[config.mk]
export PLATFORM = sky130hd
export DESIGN_NAME = baud_timer
export DESIGN_NICKNAME = d
export VERILOG_FILES = /design/src/rtl/bt_pkg.sv /design/src/rtl/bt_prescale.sv /design/src/rtl/bt_counter.sv /design/src/rtl/bt_halver.sv /design/src/rtl/baud_timer.sv
export SDC_FILE = /design/constraint.sdc
export NUM_CORES = 1
export LEC_CHECK = 0
export BUFFER_PORTS_ARGS = -buffer_cell sky130_fd_sc_hd__buf_2
export CAP_MARGIN = 10
export CORE_MARGIN = 1.5
export CORE_UTILIZATION = 36
export CTS_CLUSTER_SIZE = 14
export DETAILED_ROUTE_END_ITERATION = 10
export PLACE_DENSITY = 0.57
export SYNTH_ARGS = -nofsm -noshare
export SYNTH_HDL_FRONTEND = slang
export SYNTH_SLANG_ARGS = --single-unit
[constraint.sdc]
create_clock -name clk -period 2.28 [get_ports clk]
set_input_delay 0.342 -clock clk [delete_from_list [all_inputs] [get_ports clk]]
set_output_delay 0.342 -clock clk [all_outputs]
set_load 0.02 [all_outputs]
[src/rtl/bt_pkg.sv]
package bt_pkg;
  localparam int CNT_W = 8;
  localparam int SEL_W = 3;
  localparam int RUN_BIT = SEL_W;

  typedef struct packed {
    logic             run;
    logic [SEL_W-1:0] sel;
  } bt_ctrl_t;
endpackage

[src/rtl/bt_prescale.sv]
module bt_prescale #(
  parameter int SEL_W = 3
) (
  input  logic             clk,
  input  logic             rst,
  input  logic [SEL_W-1:0] sel,
  output logic             tick
);
  localparam int NSEL  = 1 << SEL_W;
  localparam int PRE_W = NSEL - 1;

  logic [PRE_W-1:0] pre_q;
  logic [NSEL-1:0]  strobe;

  always_ff @(posedge clk) begin
    if (rst) pre_q <= '0;
    else     pre_q <= pre_q + 1'b1;
  end

  assign strobe[0] = 1'b1;
  for (genvar i = 1; i < NSEL; i++) begin : g_strobe
    assign strobe[i] = &pre_q[i-1:0];
  end

  assign tick = strobe[sel];
endmodule

[src/rtl/bt_counter.sv]
module bt_counter #(
  parameter int CNT_W = 8
) (
  input  logic             clk,
  input  logic             rst,
  input  logic             cnt_wr,
  input  logic             rld_wr,
  input  logic [CNT_W-1:0] wr_data,
  input  logic             run,
  input  logic             tick,
  output logic [CNT_W-1:0] cnt_q,
  output logic [CNT_W-1:0] rld_q,
  output logic             ovf_evt,
  output logic             ovf_q
);
  localparam logic [CNT_W-1:0] TOP = {CNT_W{1'b1}};

  logic step;
  assign step    = run && tick && !cnt_wr;
  assign ovf_evt = step && (cnt_q == TOP);

  always_ff @(posedge clk) begin
    if (rst) begin
      cnt_q <= '0;
      rld_q <= '0;
      ovf_q <= 1'b0;
    end else begin
      ovf_q <= ovf_evt;
      if (cnt_wr) begin
        cnt_q <= wr_data;
        rld_q <= wr_data;
      end else begin
        if (rld_wr) rld_q <= wr_data;
        if (ovf_evt)   cnt_q <= rld_q;
        else if (step) cnt_q <= cnt_q + 1'b1;
      end
    end
  end
endmodule

[src/rtl/bt_halver.sv]
module bt_halver (
  input  logic clk,
  input  logic rst,
  input  logic ovf_evt,
  output logic baud_q,
  output logic rise_q
);
  always_ff @(posedge clk) begin
    if (rst) begin
      baud_q <= 1'b0;
      rise_q <= 1'b0;
    end else begin
      baud_q <= baud_q ^ ovf_evt;
      rise_q <= ovf_evt && !baud_q;
    end
  end
endmodule

[src/rtl/baud_timer.sv]
module baud_timer
  import bt_pkg::*;
#(
  parameter int CW = CNT_W,
  parameter int SW = SEL_W
) (
  input  logic          clk,
  input  logic          rst,
  input  logic          cnt_wr,
  input  logic          rld_wr,
  input  logic          ctl_wr,
  input  logic [CW-1:0] wr_data,
  output logic [CW-1:0] cnt_q,
  output logic [CW-1:0] rld_q,
  output logic          ovf_pulse,
  output logic          baud_clk,
  output logic          baud_rise
);
  logic          run_q;
  logic [SW-1:0] sel_q;
  logic          tick;
  logic          ovf_evt;

  always_ff @(posedge clk) begin
    if (rst) begin
      run_q <= 1'b0;
      sel_q <= '0;
    end else if (ctl_wr) begin
      run_q <= wr_data[SW];
      sel_q <= wr_data[SW-1:0];
    end
  end

  bt_prescale #(.SEL_W(SW)) u_pre (
    .clk(clk), .rst(rst), .sel(sel_q), .tick(tick)
  );

  bt_counter #(.CNT_W(CW)) u_cnt (
    .clk(clk), .rst(rst), .cnt_wr(cnt_wr), .rld_wr(rld_wr),
    .wr_data(wr_data), .run(run_q), .tick(tick),
    .cnt_q(cnt_q), .rld_q(rld_q), .ovf_evt(ovf_evt), .ovf_q(ovf_pulse)
  );

  bt_halver u_half (
    .clk(clk), .rst(rst), .ovf_evt(ovf_evt),
    .baud_q(baud_clk), .rise_q(baud_rise)
  );
endmodule

==> results summary <==
The flow ran to the end, and the final reports show no timing, DRC or antenna violations. The area inside the core boundary came out at 0.003771 sq mm. The count of cells along the worst register-to-register path came out at 9. The final non-filler cell total came out at roughly 260.

The aggregate global routing overflow came out at 0. The first detailed-routing pass took 4 iterations. The total detailed-routing wirelength came out at 3786 microns.

Synthesis inferred 30 register bits. The count of cells along the worst hold path is 3. The worst setup path is launched from a flop. The placed wire-length estimate is 2715 microns. The number of pins exceeding their max-slew limit in the final report is 0.

The horizontal die dimension is 66.50 microns. For this configuration, the core starts out at a cell density of 0.3849. The maximum cell stage delay along the critical path came out at 0.37 ns. The total instance count after detailed placement came out at approximately 250. The final antenna diode count is 0. The slowest stage of the critical path is the a221o_1 cell. Dividing the synthesized area by the synthesized cell count gives 8.538 sq um. The post-synthesis cell count is 170.

The worst hold-check path type is input port to flop. The largest net degree at the start of global routing came out at 32. The first-pass GRT wire length came out at 6210 microns. The maximum level of the CTS H-tree is 2. The total of max-cap violations came out at 0. The hold violation total from the final report is 0. The number of filler instances in the final layout came out at 389. The share of flip-flops with an asynchronous set or reset is 0. The power density normalized to cell area came out at 691.9 mW/mm^2. The via-per-instance ratio is 5.329. After clock tree synthesis, the clock-pin slew on the worst setup and hold paths is 0.06 ns. The DRC violations left came out at 0. The proportion of layout cells with a drive suffix above 1 is 0.2524. The tree is rooted in a clkbuf_8. Hold timing on the final database bottoms out at a slack of 0.3358 ns.

The max-slew headroom at the worst pin is 0.5883. The detail route stage leaves a number of antenna-violating nets equal to 0. Setup violations remaining at the end of the flow were counted as 0. The multi-input combinational cells in the finished layout cover a total of approximately 810 sq um. Compared with the post-synthesis result, the final layout area differs by 26.03%. Clock latency on the worst-skew pair, taken at its later pin, is 0.28 ns.

The final critical-path share of the clock period is 0.9408. The number of buffers created by CTS came out at 5. The number of enable-type register cells in the synthesized netlist came out at 0.

Data on the critical path arrives at its endpoint at 2.30 ns. The initial antenna violation count came out at 0. Synthesis instantiated 40 different standard cells from the library. The starting DRC count in detailed routing is 99. The top-level port count came out at 32.

Measured along the y axis, the die boundary spans 66.50 microns. TritonCTS built the clock tree. The number of cell rows came out at 22. During placement, the flow inserted port buffers numbering 31. The leakage power figure came out at between 0.0007 and 0.0008 uW. The final weighted congestion of routability-driven global placement is 0.8033. The worst clock skew came out at 0.003370 ns. STA classifies the critical path endpoint as a flop.

The top achievable clock speed is 466.2 MHz. The total global-route track usage came out at 0.1887. For this run, the leading register cell type out of synthesis is dfxtp_1. The register area share after synthesis came out at 0.4138. The Yosys step of the flow raised 0 warnings. Synthesis produced a netlist with a net count of 188. The sink count of the clock tree came out at 30.

The clock passes through at most 2 buffers. Setup repair after global routing left no endpoint under its margin. The number of nets in the finished design is 227.

The critical path goes through ha_2 > and3_1 > ha_1 > nor2b_1 > a221o_1 > o21a_1 > buf_4 > a41oi_1 > o32ai_1. The routed wirelength normalized by instance count is 14.67 microns. The worst-path maximum fanout came out at 4. The critical path class is flop to flop. The maximum VDD drop came out at 0.2778 mV.

After clock tree synthesis, the flow added hold-fix buffers numbering 0. The worst path needs 2.145 ns of the cycle, external delays included. The overall via count from detail_route came out at 1375. The number of global-route vias before repair came out at 1330. The slew at the pin with the worst max-slew slack is about 0.6 ns. In this run the cell area of the synthesized design comes to 0.001451 sq mm.

The area used by sequential logic in the layout came out at roughly 600 sq um. Data on the critical path is required at its endpoint by 2.43 ns. The floorplan step defined a die boundary enclosing 0.004422 sq mm.
## path summary, 6_finish.rpt
path              slack (ns)                           to                   startpoint
hold reg to reg         0.47  u_cnt.rld_q[5]$_SDFFE_PP0P_  u_cnt.rld_q[5]$_SDFFE_PP0P_
hold / removal          0.34  u_cnt.rld_q[4]$_SDFFE_PP0P_                   wr_data[4]
setup reg to reg        0.14  u_cnt.cnt_q[6]$_SDFFE_PP0P_    u_pre.pre_q[0]$_SDFF_PP0_
setup / recovery        0.14  u_cnt.cnt_q[6]$_SDFFE_PP0P_    u_pre.pre_q[0]$_SDFF_PP0_
## logic make-up after synthesis
| group | Yosys count | synth area share |
|---|---|---|
| compound gates | 46 | 0.2155 |
| simple gates | 65 | 0.2276 |
| mux | 8 | 0.05517 |
| xor+xnor | 1 | 0.006036 |
| flops | 30 | 0.4138 |
| buf+inv | 15 | 0.03879 |
| fa+ha+maj | 5 | 0.04310 |
## area by class of cell
cell class / count / share of cell area
clock buffer: 5 / 0.03762
clock inverter: 3 / 0.02189
inverter: 9 / 0.01847
multi-input combinational: 125 / 0.4453
sequential: 30 / 0.3283
tap: 48 / 0.03283
timing repair buffer: 38 / 0.1156
## power by group
group          internal, uW  switching, uW  leakage [uW]
registers               552           32.6      0.000247
clock network           321            202     0.0000579
logic                  63.7           94.2      0.000464
## registers in the layout (all words and copies together) (netlist names)
name and flops:
u_cnt.cnt_q 8, u_cnt.rld_q 8, u_pre.pre_q 7, sel_q 3, run_q 1, u_cnt.ovf_q 1
u_half.baud_q 1, u_half.rise_q 1
## through the flow
step	cell area, sq um	total power (uW)	setup TNS [ns]	setup slack, ns	utilization
after detailed placement	1689	748.7	-0.04060	-0.04060	0.4479
after global routing	1829	1333	0	0.03098	0.4851
final	1829	1266	0	0.1351	0.4851
after global placement	1689	744.0	0	0.07631	0.4479
after floorplan	1451	683.1	0	0.09446	-
after CTS	1803	1279	0	0.004855	0.4781
## critical path, delay by kind of cell, from the launching register on
kind                     cells  cell delay [ns]
AO/OA/AOI/OAI                4             0.89
buffers and inverters        1             0.13
adder cells (fa/ha/maj)      2             0.37
flip-flops                   1             0.31
AND/OR/NAND/NOR              2             0.32
## cells in the final DEF (no fill, tap or decap), types with 5 or more instances in the layout
master	n
buf_2	31
dfxtp_1	30
nor2_1	17
nand2_1	16
o21ai_0	14
a21oi_1	13
inv_1	9
mux2i_1	8
nand3_1	7
nor2b_1	6
buf_4	6
nand4_1	5
clkbuf_8	5
## repair_timing
item	4_1_cts	5_1_grt
hold endpoints to repair	0	0
gates resized for setup	1	3
pin swaps	0	5
endpoints found under the setup margin	1	7
setup buffers	0	1
## Yosys cell counts, drive strengths merged, types with 2 or more instances
library cell   n  share of area
dfxtp         30           0.41
nor2          17          0.044
nand2         16          0.041
o21ai         15          0.054
a21oi         13          0.045
inv            9          0.023
mux2i          8          0.055
nand3          7          0.024
nor2b          6          0.026
clkbuf         5          0.013
ha             5          0.043
nand4          5          0.022
a211oi         4          0.024
or3            3          0.013
and3           2         0.0086
nor3           2         0.0069
nor4b          2          0.016
o21a           2          0.010
## metal layers
layer	vias to the layer above	routed length (microns)	global-route usage
li1	702	-	-
met1	641	1769	0.2326
met2	27	1798	0.3038
met3	5	172	0.06419
met4	0	45	0.06888
met5	-	0	0
Note: power is estimated with default switching activity, not from simulation.
